$ cat config.mk
export PLATFORM = sky130hd
export DESIGN_NAME = pwm_tick_gen
export DESIGN_NICKNAME = d
export VERILOG_FILES = /design/src/rtl/tick_gen_pkg.sv /design/src/rtl/tick_prescaler.sv /design/src/rtl/tick_scaler.sv /design/src/rtl/tick_router.sv /design/src/rtl/pwm_tick_gen.sv
export SDC_FILE = /design/constraint.sdc
export NUM_CORES = 1
export LEC_CHECK = 0
export BUFFER_PORTS_ARGS = -buffer_cell sky130_fd_sc_hd__clkbuf_2
export CAP_MARGIN = 20
export CORE_MARGIN = 2
export CORE_UTILIZATION = 45
export DETAILED_ROUTE_END_ITERATION = 12
export SKIP_LAST_GASP = 1
export SLEW_MARGIN = 20
export SYNTH_ARGS = -nofsm -noshare
export SYNTH_HDL_FRONTEND = slang
export SYNTH_SLANG_ARGS = --single-unit
$ cat constraint.sdc
create_clock -name clk -period 2.6 [get_ports clk]
set_clock_uncertainty 0.1 [all_clocks]
set_input_delay 0.52 -clock clk [delete_from_list [all_inputs] [get_ports clk]]
set_output_delay 0.52 -clock clk [all_outputs]
set_load 0.05 [all_outputs]
$ cat src/rtl/tick_gen_pkg.sv
package tick_gen_pkg;

    typedef enum logic [1:0] {
        REG_DIVEXP = 2'd0,
        REG_SCALE0 = 2'd1,
        REG_SCALE1 = 2'd2,
        REG_CHSRC  = 2'd3
    } reg_sel_e;

    // Channel-to-pair routing is fixed by channel number
    function automatic logic ch_pair(input int unsigned ch);
        return ((ch % 4) >= 2);
    endfunction

endpackage

$ cat src/rtl/tick_prescaler.sv
module tick_prescaler #(
    parameter int unsigned EXP_W = 3
) (
    input  logic             clk,
    input  logic             rst_n,
    input  logic             restart_i,
    input  logic [EXP_W-1:0] exp_i,
    output logic             tick_o
);
    localparam int unsigned CNT_W = (1 << EXP_W) - 1;
    localparam int unsigned RAT_W = CNT_W + 1;

    typedef struct packed {
        logic [CNT_W-1:0] cnt;
        logic             tick;
    } st_t;

    st_t st_d, st_q;
    logic [RAT_W-1:0] ratio;
    logic [CNT_W-1:0] last;
    logic             match;

    always_comb begin
        ratio = RAT_W'(1) << exp_i;
        last  = CNT_W'(ratio - RAT_W'(1));
        match = (st_q.cnt == last);
        st_d  = st_q;
        st_d.tick = match && !restart_i;
        if (restart_i || match) begin
            st_d.cnt = '0;
        end else begin
            st_d.cnt = st_q.cnt + CNT_W'(1);
        end
    end

    always_ff @(posedge clk or negedge rst_n) begin
        if (!rst_n) begin
            st_q <= '0;
        end else begin
            st_q <= st_d;
        end
    end

    assign tick_o = st_q.tick;

    // the cycle after a restart never carries a tick
    a_r5_restart_quiet: assert property (@(posedge clk) disable iff (!rst_n)
        restart_i |=> !tick_o);

    // with a ratio above 1, ticks are isolated pulses
    a_r8_pre_single: assert property (@(posedge clk) disable iff (!rst_n)
        (tick_o && exp_i != '0 && !restart_i) |=> !tick_o);

endmodule

$ cat src/rtl/tick_scaler.sv
module tick_scaler #(
    parameter int unsigned SCL_W = 8
) (
    input  logic             clk,
    input  logic             rst_n,
    input  logic             restart_i,
    input  logic             base_tick_i,
    input  logic [SCL_W-1:0] scale_i,
    output logic             tick_o
);
    localparam int unsigned CNT_W = SCL_W + 1;

    typedef struct packed {
        logic [CNT_W-1:0] cnt;
    } st_t;

    st_t st_d, st_q;
    logic [CNT_W-1:0] last;
    logic             hit;

    always_comb begin
        // 2*s - 1, with s = 0 wrapping to 2*256 - 1
        last = {scale_i - SCL_W'(1), 1'b1};
        hit  = base_tick_i && (st_q.cnt == last);
        st_d = st_q;
        if (restart_i || hit) begin
            st_d.cnt = '0;
        end else if (base_tick_i) begin
            st_d.cnt = st_q.cnt + CNT_W'(1);
        end
    end

    always_ff @(posedge clk or negedge rst_n) begin
        if (!rst_n) begin
            st_q <= '0;
        end else begin
            st_q <= st_d;
        end
    end

    assign tick_o = hit;

    // a restarted scaler cannot fire in the next cycle
    a_r6_restart_quiet: assert property (@(posedge clk) disable iff (!rst_n)
        restart_i |=> !tick_o);

    // scaled ticks are never back to back
    a_r8_scl_single: assert property (@(posedge clk) disable iff (!rst_n)
        tick_o |=> !tick_o);

endmodule

$ cat src/rtl/tick_router.sv
module tick_router
    import tick_gen_pkg::*;
#(
    parameter int unsigned NUM_CH = 6
) (
    input  logic              clk,
    input  logic              rst_n,
    input  logic [NUM_CH-1:0] src_i,
    input  logic [1:0]        pre_i,
    input  logic [1:0]        scl_i,
    output logic [NUM_CH-1:0] ch_tick_o
);
    for (genvar c = 0; c < NUM_CH; c++) begin : g_ch
        localparam logic PAIR = ch_pair(c);
        always_comb begin
            ch_tick_o[c] = src_i[c] ? scl_i[PAIR] : pre_i[PAIR];
        end

        // a channel tick always comes from its own pair
        a_r7_ch_source: assert property (@(posedge clk) disable iff (!rst_n)
            ch_tick_o[c] |-> (pre_i[PAIR] || scl_i[PAIR]));
    end

endmodule

$ cat src/rtl/pwm_tick_gen.sv
module pwm_tick_gen
    import tick_gen_pkg::*;
#(
    parameter int unsigned NUM_CH = 6,
    parameter int unsigned EXP_W  = 3,
    parameter int unsigned SCL_W  = 8,
    parameter int unsigned DATA_W = 8
) (
    input  logic              clk,
    input  logic              rst_n,
    input  logic              wr_en,
    input  logic [1:0]        wr_addr,
    input  logic [DATA_W-1:0] wr_data,
    output logic [1:0]        tick_pre,
    output logic [1:0]        tick_scl,
    output logic [NUM_CH-1:0] ch_tick
);
    localparam int unsigned HI_LSB = DATA_W / 2;
    localparam int unsigned NPAIR  = 2;

    typedef struct packed {
        logic [NPAIR-1:0][EXP_W-1:0] expo;
        logic [NPAIR-1:0][SCL_W-1:0] scl;
        logic [NUM_CH-1:0]           src;
    } cfg_t;

    cfg_t cfg_d, cfg_q;
    logic             wr_div;
    logic [NPAIR-1:0] wr_scl;
    logic [NPAIR-1:0] scl_restart;
    logic             unused_wr_bits;

    assign unused_wr_bits = ^wr_data;

    always_comb begin
        cfg_d  = cfg_q;
        wr_div = wr_en && (wr_addr == REG_DIVEXP);
        wr_scl[0] = wr_en && (wr_addr == REG_SCALE0);
        wr_scl[1] = wr_en && (wr_addr == REG_SCALE1);
        if (wr_div) begin
            cfg_d.expo[0] = wr_data[EXP_W-1:0];
            cfg_d.expo[1] = wr_data[HI_LSB +: EXP_W];
        end
        if (wr_scl[0]) cfg_d.scl[0] = wr_data[SCL_W-1:0];
        if (wr_scl[1]) cfg_d.scl[1] = wr_data[SCL_W-1:0];
        if (wr_en && (wr_addr == REG_CHSRC)) begin
            cfg_d.src = wr_data[NUM_CH-1:0];
        end
        scl_restart = wr_scl | {NPAIR{wr_div}};
    end

    always_ff @(posedge clk or negedge rst_n) begin
        if (!rst_n) begin
            cfg_q <= '0;
        end else begin
            cfg_q <= cfg_d;
        end
    end

    for (genvar g = 0; g < NPAIR; g++) begin : g_pair
        tick_prescaler #(.EXP_W(EXP_W)) u_pre (
            .clk       (clk),
            .rst_n     (rst_n),
            .restart_i (wr_div),
            .exp_i     (cfg_q.expo[g]),
            .tick_o    (tick_pre[g])
        );

        tick_scaler #(.SCL_W(SCL_W)) u_scl (
            .clk         (clk),
            .rst_n       (rst_n),
            .restart_i   (scl_restart[g]),
            .base_tick_i (tick_pre[g]),
            .scale_i     (cfg_q.scl[g]),
            .tick_o      (tick_scl[g])
        );

        // scaled tick only coincides with a base tick of its pair
        a_r4_scl_subset: assert property (@(posedge clk) disable iff (!rst_n)
            tick_scl[g] |-> tick_pre[g]);
    end

    tick_router #(.NUM_CH(NUM_CH)) u_route (
        .clk       (clk),
        .rst_n     (rst_n),
        .src_i     (cfg_q.src),
        .pre_i     (tick_pre),
        .scl_i     (tick_scl),
        .ch_tick_o (ch_tick)
    );

endmodule

Word-level counts from Yosys, hierarchy flattened
Cells that the tools add are included.
Word-level totals
  bits in writable memories: 0
  memories kept: 0
  memory bits (read-only): 0
  output and inout bits: 10
  register bits after elaboration: 62
  latch bits: 0
  word-level logic and storage cells: 57
Operators by class
  bitwise operators: 1
  div/mod/pow operators: 0
  add/subtract/negate cells: 8
  multipliers: 0
  magnitude comparators: 0
  reduce and logical (&&, ||, !) cells: 16
  muxes and demuxes: 12
  equal/unequal tests: 7
  shifts and indexed selects: 2
Operators with widths (number)
  9-bit 2-to-1 mux: 4
  9-bit by 1-bit adder with 9-bit output, second input constant: 2
  9-bit equality test: 2
  8-bit by 1-bit subtractor with 8-bit output, second input constant: 2
  7-bit by 1-bit adder with 7-bit output, second input constant: 2
  7-bit equality test: 2
  7-bit 2-to-1 mux: 2
  1-bit by 3-bit << shifter with 7-bit output, first input constant: 2
  7-bit by 1-bit subtractor with 7-bit output, second input constant: 2
  1-bit logical AND: 8
  1-bit 2-to-1 mux: 6
  2-bit equality test, second input constant: 2
  1-bit logical OR: 4
  2-bit nonzero test: 2
  2-bit by 1-bit equality test with 1-bit output, second input constant: 1
  2-bit zero test: 1
  2-bit OR: 1
  1-bit zero test: 1

Logic depth before layout (Yosys ltp)
Gate-level depths: netlist of the first run.
  depth in word-level cells: 5
  depth in mapped cells: 10
  gate-level depth less buffers: 7

Hierarchy
A second synthesis of the first run with hierarchy kept.
Second synthesis, totals
  cells, all modules: 340
  area total of the unflattened synthesis: 3592.2 sq um
Modules (own cells, without submodules)
  tick_scaler: cells each 81, times used 2, area an instance 716.9 sq um
  pwm_tick_gen: cells each 62, times used 1, area an instance 1074.8 sq um
  tick_prescaler: cells each 55, times used 2, area an instance 508.0 sq um
  tick_router: cells each 6, times used 1, area an instance 67.6 sq um

Worst setup path after synthesis of the first run
Ideal clock, no wire load.
  kind: register to output
  from: register cfg_q[6] (netlist bit)
  to: output ch_tick[0]
  path slack: -0.337 ns
  stages on the path, launching flop included: 9
  required time: 1.980 ns
  buffers on the path: 1
  arrival time: 2.317 ns
  path through: dfrtp_1 > inv_1 > ha_1 > nor3b_1 > o2111ai_1 > a211o_1 > a2111oi_4 > buf_6 > a21o_1
On the way
  cells in the longest elaborated chain, start to end: 4
RTL lines
  from (decl): line pwm_tick_gen.sv:27  | cfg_t cfg_d, cfg_q;
  from (signal assigned): line pwm_tick_gen.sv:56  | cfg_q <= cfg_d;
  8-bit by 1-bit subtractor with 8-bit output: line tick_scaler.sv:23  | last = {scale_i - SCL_W'(1), 1'b1};
  9-bit equality test: line tick_scaler.sv:24  | hit = base_tick_i && (st_q.cnt == last);
  1-bit logical AND: line tick_scaler.sv:24
  net g_pair[0].u_scl.tick_o: line tick_scaler.sv:9  | output logic tick_o
  1-bit 2-to-1 mux: line tick_router.sv:16  | ch_tick_o[c] = src_i[c] ? scl_i[PAIR] : pre_i[PAIR];
  to (decl): line pwm_tick_gen.sv:16  | output logic [NUM_CH-1:0] ch_tick
The timed path passes the listed nets, and every way through them passes these cells.

Worst setup path after layout of the first run
  from: register cfg_q[8] (netlist bit)
  to: output ch_tick[4]
On the way
  cells in the longest elaborated chain, start to end: 4
RTL lines (line)
  8-bit by 1-bit subtractor with 8-bit output: tick_scaler.sv:23
  9-bit equality test: tick_scaler.sv:24
  1-bit logical AND: tick_scaler.sv:24
  1-bit 2-to-1 mux: tick_router.sv:16
Every way passes these cells.

==> metrics.yaml, run 1 <==
vias: 2712
relSlewSlack_pct: 57.3
cts-htree-levels: 3
slowest_delay_ns: 0.58
slew_viol_final: 0
viasPerCell: 5.31
grt_max_degree: 63
antenna_found_initial: 0
die_area_mm2: 0.00853
overflow: 0
wl_per_cell_um: 14.4
drc_errors: 0
synth_seq_cells: 62
max_freq_ghz: 0.328
dp_hpwl_mm: 5.32
dp_cells: 490
die_width_um: 92.3
ir_worst_vdd_v: 0.000432
ios: 23
leakage_nw: 1.93
synth_ff_type: "dfrtp_1"
run_status: "complete, but fails checks"
endpoint_kind: "output pin"
die_y_um: 92.3
final_cell_area_mm2: 0.00437
critPathKind: "register to output pin"
hold_violations: 0
first_pass_iters: 4
first_global_vias: 2669
cts-hold-fix-buffers: 0
core_mm2: 0.00765
rsz0062_at_grt: "yes"
place_congestion: 0.761
arrival_ns: 2.43
port_buffers: 22
tightest_slew_ns: 0.640
cts-root-buf: "clkbuf_8"
clk_latency_ns: 0.34
netlist-cell-type-count: 51
start_kind: "register"
cp.required_ns: 1.98
clock_sinks: 62
crit_path_max_fanout: 6
min_path_type: "primary input to async pin"
cp_cell_sequence: "or4_4 -> and4bb_1 -> nor3b_4 -> a2111oi_4 -> buf_6 -> a21o_4 -> clkbuf_16"
layout-drive-gt1-share_pct: 28.6
syn_to_final_growth_pct: 24.5
drt_iter0_markers: 140
met1_length_mm: 3.56
cts_tree: "yes"
yosysWarnings: 0
numCtsBuffers: 9
violations: "negative setup slack"
synth_edf_count: 0
p_per_area_mw_per_mm2: 753
fin_crit_sh_pct: 117
routed_wl_mm: 7.36
row_count: 32
clkTransAtPathRegs_ns: 0.07
yosysSeqAreaShare_pct: 44.2
wl_met3_um: 183
async_reset_ff_share_pct: 100
grt_first_pass_wirelength_mm: 13.0
cp_slowest_cell: "or4_4"
setup_ws_ns: -0.453
netlist_area_mm2: 0.00351
routed.top_layer: "met4"
clockBufferDepth: 2
hold_slack_ns: 0.0894
diodes: 0
nets: 423
wl_met2_mm: 3.53
avgSynthCellArea_um2: 9.87
pre_cts_ws_ns: -0.200
fin_crit_ns: 3.05
max_cap_violations: 0
place_area_mm2: 0.00400
start_util_pct: 45.9
synthCells: 356
grt_usage_pct: 19.6
setup_viol: 8
ant_nets: 0
layout.cells.non_filler: 511
synth_fp_nets: 375
-- repair_timing --
action | CTS | global route
resized for setup | 24 | 3
setup buffers | 4 | 1
pin swaps | 6 | 5
endpoints found under the setup margin | 8 | 8
hold endpoints to repair | 0 | 0
-- cells in the mapped netlist, types with 2 or more instances --
cell type	instances	area share, %
nor2b_1	4	0.71
or3b_2	3	0.75
a21o_1	6	1.3
ha_1	6	2.1
o2111ai_1	4	1.0
nand2b_1	8	1.4
a32o_1	2	0.57
inv_1	17	1.8
o31ai_1	3	0.64
and4_1	2	0.50
dfrtp_1	62	44
o22ai_1	2	0.36
a211oi_1	9	1.9
o221ai_1	2	0.50
nand3_1	9	1.3
xnor2_1	24	6.0
a21oi_1	7	1.0
o21ai_0	6	0.86
and3_1	6	1.1
nor3_1	23	3.3
buf_4	4	0.86
mux2_2	22	7.1
xor2_1	20	5.0
o211ai_1	2	0.43
nand4_1	5	0.89
nor2_1	27	2.9
clkbuf_1	10	1.1
nand2_1	38	4.1
-- worst max-delay path, delay by kind of cell (launching register included) --
family,cells,cell delay (ns)
buffers and inverters,2,0.33
AOI/OAI and AO/OA,2,0.41
DFF,1,0.39
and+or+nand+nor,3,0.97
-- through the flow --
step	power (mW)	utilization (%)	setup TNS [ns]
finish	3.29	57.2	-2.34
global route	3.53	57.2	-3.20
CTS	3.33	57.0	-2.48
detailed placement	2.37	52.3	-0.865
global placement	2.34	52.3	-0.746
floorplan	2.06	-	-0.160
-- routing by layer --
| layer | track usage (%) | vias to the layer above |
|---|---|---|
| met3 | 4.15 | 6 |
| met2 | 31.1 | 31 |
| met5 | 0 | - |
| li1 | - | 1346 |
| met1 | 27.0 | 1329 |
| met4 | 6.09 | 0 |
-- flip-flops by register name (all words and copies together) (netlist names) --
signal               flops
g_pair.u_scl.st_q       18
g_pair.u_pre.st_q       14
g_pair.u_pre.tick_o      2
cfg_q                   28
-- power by group --
| group | switching (mW) | internal (mW) |
|---|---|---|
| logic | 0.558 | 0.542 |
| clock network | 0.364 | 0.494 |
| registers | 0.190 | 1.14 |
-- layout make-up --
type / count / area [µm²]
Inverter: 17 / 63.8
Tap cell: 102 / 128
Multi-Input combinational cell: 260 / 1920
Sequential cell: 62 / 1550
Clock inverter: 3 / 42.5
Timing Repair Buffer: 54 / 507
Fill cell: 678 / 3270
Clock buffer: 13 / 159
-- layout by cell type, fill, tap and decap left out, types with 3 or more instances in the layout --
| master | instances |
|---|---|
| clkbuf_8 | 11 |
| o2111ai_1 | 3 |
| o31ai_1 | 3 |
| and3_1 | 6 |
| a211oi_1 | 8 |
| buf_4 | 30 |
| ha_1 | 5 |
| xor2_1 | 20 |
| nand2b_1 | 8 |
| nand4_1 | 5 |
| clkbuf_16 | 4 |
| a21oi_1 | 7 |
| nor2b_1 | 4 |
| o21ai_0 | 5 |
| dfrtp_1 | 60 |
| inv_1 | 15 |
| nor3_1 | 22 |
| buf_12 | 5 |
| xnor2_1 | 24 |
| nand2_1 | 37 |
| or3b_2 | 3 |
| a21o_4 | 6 |
| mux2_2 | 22 |
| nor2_1 | 26 |
| nand3_1 | 9 |
| clkbuf_2 | 14 |
-- cells by family after synthesis --
family	share of synthesized area [%]
flip-flops	44.2
XOR/XNOR	11.0
buffers and inverters	4.31
multiplexers	7.05
AO/OA/AOI/OAI	12.0
AND/OR/NAND/NOR	19.3
adder cells (fa/ha/maj)	2.14
-- worst paths after layout --
check	from	end	slack (ns)	cells after the start
max in group asynchronous	rst_n	cfg_q[18]	2.03	2
hold reg to reg	cfg_q[0]	cfg_q[0]	0.41	1
setup reg to reg	cfg_q[8]	g_pair[0].u_scl.st_q[2]	0.30	7
hold / removal	rst_n	g_pair[0].u_pre.st_q[3]	0.09	2
setup / recovery	cfg_q[8]	ch_tick[4]	-0.45	7
min in group clk	wr_data[7]	cfg_q[13]	0.34	2
Power figures use the tool's default switching activity.
==> run 2, diff against run 1 <==
--- a/config.mk
+++ b/config.mk
@@ -8,7 +8,7 @@
 export BUFFER_PORTS_ARGS = -buffer_cell sky130_fd_sc_hd__clkbuf_2
 export CAP_MARGIN = 20
 export CORE_MARGIN = 2
-export CORE_UTILIZATION = 45
+export CORE_UTILIZATION = 25
 export DETAILED_ROUTE_END_ITERATION = 12
 export SKIP_LAST_GASP = 1
 export SLEW_MARGIN = 20
==> run 2 against run 1 <==
- the flow still finishes with violations (negative setup slack)
- register-to-register slack hardly changed
- fmax increased by 0.16%
- worst setup slack improved by 0.0050 ns
- final cell count up 15%
- sequential share of layout area fell by 1.2 points
- critical path depth is 1 higher
- clock-buffer cell count down 1
- flip-flop and latch count unchanged
- total power increased by 12%
- final area rose by 3.5%
- sequential power is essentially flat
- combinational power about the same
- critical path type unchanged
- critical endpoint unchanged
- largest cell class unchanged
- largest power group unchanged
==> metrics.yaml, run 2 (synthesized netlist as in run 1, its figures left out) <==
run_status: "complete, but fails checks"
rsz0062_at_grt: "yes"
tightest_slew_ns: 0.789
clockBufferDepth: 2
fin_crit_ns: 3.05
first_global_vias: 2735
reg2reg_setup_slack_ns: 0.29
grt_first_pass_wirelength_mm: 13.2
first_pass_iters: 5
final_cell_mix: "61 x dfrtp_1, 38 x nand2_1, 30 x buf_4"
layout-drive-gt1-share_pct: 27.2
cts-root-buf: "clkbuf_16"
n_fill_cell: 1359
numCtsBuffers: 9
die_y_um: 123
final_common_cell: "dfrtp_1"
ir_worst_vdd_v: 0.000368
diodes: 0
vias: 2746
place_congestion: 0.742
hold_violations: 0
leakage_nw: 1.97
grt_max_degree: 63
finalSetupTns_ns: -2.40
p_per_area_mw_per_mm2: 818
clock_sinks: 62
grt_usage_pct: 11.4
max_cap_violations: 0
max_freq_ghz: 0.328
row_count: 43
arrival_ns: 2.43
violations: "negative setup slack"
viasPerCell: 4.67
clkTransAtPathRegs_ns: 0.05
drt_iter0_markers: 241
cts-hold-fix-buffers: 0
ant_nets: 0
die_area_mm2: 0.0150
top_regs: "cfg_q x28, g_pair.u_scl.st_q x18, g_pair.u_pre.st_q x14"
core_mm2: 0.0138
routed_wl_mm: 7.70
crit_path_max_fanout: 6
setup_viol: 8
drc_errors: 0
min_path_type: "primary input to async pin"
largest_reg_flops: 28
cp.required_ns: 1.98
regMostFlops: "cfg_q"
ios: 23
relSlewSlack_pct: 47.4
cts-htree-levels: 3
die_width_um: 123
critPathKind: "register to output pin"
hold_slack_ns: 0.260
cts_tree: "yes"
dp_hpwl_mm: 5.55
setup_ws_ns: -0.448
wl_per_cell_um: 13.1
nets: 422
start_kind: "register"
antenna_found_initial: 0
syn_to_final_growth_pct: 28.9
slew_viol_final: 0
endpoint_kind: "output pin"
clk_latency_ns: 0.33
fin_crit_sh_pct: 117
port_buffers: 22
start_util_pct: 25.4
overflow: 0
[run 2: cell types whose count changed in the layout (fill, tap and decap cells not counted), sizes merged]
cell      before  now
buf           36   39
bufinv         1    2
clkinv         1    2
clkinvlp       1    0
clkbuf        31   26
[run 2: timing repair]
| item | 4_1_cts | 5_1_grt |
|---|---|---|
| pin swaps | 6 | 2 |
| gates resized for setup | 8 | 2 |
| setup endpoints to repair | 8 | 8 |
| buffers inserted | 4 | 2 |
[run 2: final cells by class]
type,count,area (µm²),share of cell area [%]
flip-flops and latches,62,1550,34.3
clock inverters,4,70.1,1.55
well taps,180,225,4.98
inverters,17,63.8,1.41
multi-input cells,260,1900,42.0
repair buffers,53,467,10.3
clock buffers,12,246,5.45
[run 2: path summary, 6_finish.rpt]
path	startpoint	endpoint	depth (start not counted)
min reg2reg	cfg_q[0]	cfg_q[0]	1
min in group clk	wr_data[7]	cfg_q[13]	2
max	cfg_q[7]	ch_tick[4]	8
max in group asynchronous	rst_n	cfg_q[16]	2
max reg2reg	cfg_q[7]	g_pair[0].u_scl.st_q[6]	8
min	rst_n	g_pair[1].u_scl.st_q[7]	2
[run 2: metal layers]
metal	vias up	routed length, µm	track usage, %
met5	-	0	0
met4	0	190	5.68
met3	15	339	2.79
met2	52	3720	18.5
met1	1337	3450	14.2
li1	1342	-	-
[run 2: per-stage QoR]
step / cells / setup WS [ns] / utilization (%) / area [µm²] / total power [mW]
after floorplan: 356 / -0.0354 / - / 3580 / 2.06
final: 588 / -0.448 / 32.7 / 4530 / 3.70
after global routing: 588 / -0.516 / 32.7 / 4530 / 3.93
after detailed placement: 566 / -0.104 / 29.9 / 4130 / 2.40
after global placement: 566 / -0.0793 / 29.9 / 4130 / 2.36
after CTS: 586 / -0.437 / 32.5 / 4500 / 3.72
[run 2: worst max-delay path: stages (launching register included)]
cell and delay, ns:
dfrtp_1 0.40, or4_4 0.55, buf_4 0.16, nor4_4 0.17, nor3b_4 0.09, a2111oi_4 0.31
buf_6 0.19, a21o_4 0.10, buf_12 0.12
[run 2: where the power goes]
| part | switching, mW | internal [mW] |
|---|---|---|
| registers | 0.198 | 1.14 |
| logic | 0.556 | 0.535 |
| clock network | 0.407 | 0.861 |
==> run 3, diff against run 2 <==
--- a/config.mk
+++ b/config.mk
@@ -5,6 +5,7 @@
 export SDC_FILE = /design/constraint.sdc
 export NUM_CORES = 1
 export LEC_CHECK = 0
+export ABC_AREA = 1
 export BUFFER_PORTS_ARGS = -buffer_cell sky130_fd_sc_hd__clkbuf_2
 export CAP_MARGIN = 20
 export CORE_MARGIN = 2
@@ -14,4 +15,5 @@
 export SLEW_MARGIN = 20
 export SYNTH_ARGS = -nofsm -noshare
 export SYNTH_HDL_FRONTEND = slang
+export SYNTH_HIERARCHICAL = 1
 export SYNTH_SLANG_ARGS = --single-unit
==> run 3 against run 2 <==
- the flow now finishes without violations
- final area grew 5.8%
- die area up 13%
- sequential power about the same
- non-clock buffer count down 19
- first-iteration DRC count decreased by 18%
- synthesized area is 14% higher
- combinational power about the same
- worst hold slack got worse by 0.24 ns
- global-route usage shrank 0.30 points
- largest cell class unchanged
==> metrics.yaml, run 3 <==
die_area_mm2: 0.0170
row_count: 46
async_reset_ff_share_pct: 100
p_seq_share_pct: 37.2
synth_top_family_by_area: "simple AND/OR/NAND/NOR gates"
drt_iter0_markers: 197
min_path_type: "primary input to async pin"
die_width_um: 130
synth_common_cells: "179 x nand2_1, 62 x dfrtp_1, 56 x inv_1, 49 x nor2_1, 38 x nand3_1"
post-synth-top-area-fraction_pct: 38.8
synthCells: 533
synth_area_leader_cell: "dfrtp_1"
nets: 583
synth_adder_area_share_pct: 1.88
top_regs: "cfg_q x28, g_pair.u_scl/st_q x18, g_pair.u_pre/st_q x14"
hold_violations: 0
power_frac_clock_pct: 32.7
arrival_ns: 1.91
clock_sinks: 62
relSlewSlack_pct: 64.4
final_cell_mix: "174 x nand2_1, 58 x dfrtp_1, 51 x inv_1"
clk_latency_ns: 0.33
dp_hpwl_mm: 6.20
endpoint_kind: "output pin"
routed_wl_mm: 8.65
fin_crit_ns: 2.53
grt_max_degree: 27
cts_tree: "yes"
die_y_um: 130
p_per_area_mw_per_mm2: 767
layout-drive-gt1-share_pct: 22.0
run_status: "complete, no violations"
n_fill_cell: 1713
syn_to_final_growth_pct: 19.7
swShare_pct: 35.9
ant_nets: 0
synth_ff_type: "dfrtp_1"
clkTransAtPathRegs_ns: 0.05
final_common_cell: "nand2_1"
final_core_util_pct: 30.4
ir_worst_vdd_v: 0.000468
synth_edf_count: 0
reg2regPathDepth: 10
yosysWarnings: 6
diodes: 0
cp.required_ns: 1.98
synth-compound-area-share_pct: 1.69
timing.rr.end: "g_pair[1].u_scl/st_q[6]"
overflow: 0
grt_usage_pct: 11.1
numCtsBuffers: 9
cts-htree-levels: 3
finalSetupTns_ns: 0
vias: 3291
slew_viol_final: 0
port_buffers: 22
first_pass_iters: 4
intPower_mw: 2.36
synth_xor_area_share_pct: 7.88
synth_area_leaders: "dfrtp_1 39%, nand2_1 17%, inv_1 5.3%"
core_mm2: 0.0158
netlist-cell-type-count: 27
max_cap_violations: 0
avgSynthCellArea_um2: 7.50
netlist_area_mm2: 0.00400
synth_mux_area_share_pct: 0
leakage_nw: 2.29
clockBufferDepth: 2
setup_viol: 0
tightest_slew_ns: 0.533
reg2reg_setup_slack_ns: 0.73
synth.most_common_cell: "nand2_1"
total_power_mw: 3.67
drc_errors: 0
rsz0062_at_grt: "yes"
switchingPower_mw: 1.32
max_freq_ghz: 0.395
first_global_vias: 3013
reg2reg_from: "cfg_q[15]"
fin_crit_sh_pct: 97.4
ios: 23
synth_seq_cells: 62
synth_fp_nets: 552
combPwrFrac_pct: 30.1
critPathKind: "register to output pin"
antenna_found_initial: 0
viasPerCell: 4.19
yosysSeqAreaShare_pct: 38.8
cts-root-buf: "clkbuf_16"
cts-hold-fix-buffers: 0
wl_per_cell_um: 11.0
start_util_pct: 25.4
regMostFlops: "cfg_q"
place_congestion: 0.845
grt_first_pass_wirelength_mm: 14.7
yosys.area_share.simple_pct: 40.8
start_kind: "register"
crit_path_max_fanout: 5
largest_reg_flops: 28
[run 3: cell count changes after synthesis, moves of 9 or more]
cell and delta:
inv_1 +39, nand4_1 +21, nor2_1 +22, a211oi_1 -9
nand2_1 +141, mux2_2 -22, nand3_1 +29, nor2_2 +28
clkbuf_1 -10, nor3_1 -17
[run 3: through the flow]
stage / hold slack, ns / std cells / cell area (µm²) / setup WS, ns
3_3_place_gp: 0.378 / 760 / 4290 / 0.200
5_1_grt: 0.0436 / 785 / 4790 / -0.0572
4_1_cts: 0.0248 / 780 / 4700 / 0.00564
3_5_place_dp: 0.378 / 760 / 4290 / 0.161
6_report: 0.0170 / 785 / 4790 / 0.0683
2_1_floorplan: 0.124 / 533 / 4020 / 0.0123
[run 3: worst max path at each step]
stage	startpoint	to	slack, ns
after floorplan	g_pair[0].u_pre/tick_o	ch_tick[0]	0.01
final	cfg_q[6]	ch_tick[5]	0.07
after CTS	cfg_q[7]	ch_tick[4]	0.006
after detailed placement	cfg_q[6]	ch_tick[4]	0.16
after global routing	cfg_q[8]	ch_tick[5]	-0.06
after global placement	cfg_q[6]	ch_tick[0]	0.20
[run 3: cell families (layout without fill, tap and decap cells)]
group,count (synthesis),count (layout)
AO/OA/AOI/OAI,8,8
flip-flops,62,62
adder cells (fa/ha/maj),6,6
buffers and inverters,74,110
AND/OR/NAND/NOR,347,347
XOR/XNOR,36,36
[run 3: power groups by stage]
| stage | Clock [mW] | Combinational (mW) | Sequential, mW |
|---|---|---|---|
| global placement | 0 | 0.990 | 1.38 |
| CTS | 1.23 | 1.07 | 1.36 |
| detailed placement | 0 | 0.999 | 1.38 |
| global route | 1.29 | 1.27 | 1.40 |
| finish | 1.20 | 1.11 | 1.37 |
| floorplan | 0 | 0.853 | 1.32 |
[run 3: cell type report]
class	instances	area (µm²)	area share, %
Sequential cell	62	1560	32.5
Multi-Input combinational cell	397	2170	45.3
Tap cell	216	270	5.64
Clock inverter	2	12.5	0.261
Timing Repair Buffer	34	260	5.43
Inverter	60	228	4.75
Clock buffer	14	294	6.14
[run 3: layer usage]
| layer | routed length [µm] | vias to the layer above | global-route usage [%] |
|---|---|---|---|
| li1 | - | 1736 | - |
| met5 | 0 | - | 0 |
| met2 | 4170 | 33 | 18.0 |
| met4 | 116 | 0 | 4.01 |
| met1 | 4110 | 1513 | 14.4 |
| met3 | 250 | 9 | 2.89 |
[run 3: what timing repair did]
item | 4_1_cts | 5_1_grt
resized for setup | 17 | 26
endpoints found under the hold margin | 0 | 0
pin swaps | 2 | 6
setup buffers | 4 | 5
setup endpoints to repair | 8 | 8
[run 3: worst max-delay path, cell delays in order (launching register included)]
cell     delay [ns]
dfrtp_1        0.39
buf_4          0.14
buf_4          0.13
nor2_1         0.11
nand3_1        0.09
nand2_1        0.08
nand3_2        0.14
nor2_4         0.20
nand2_1        0.07
nand2_1        0.09
buf_8          0.15
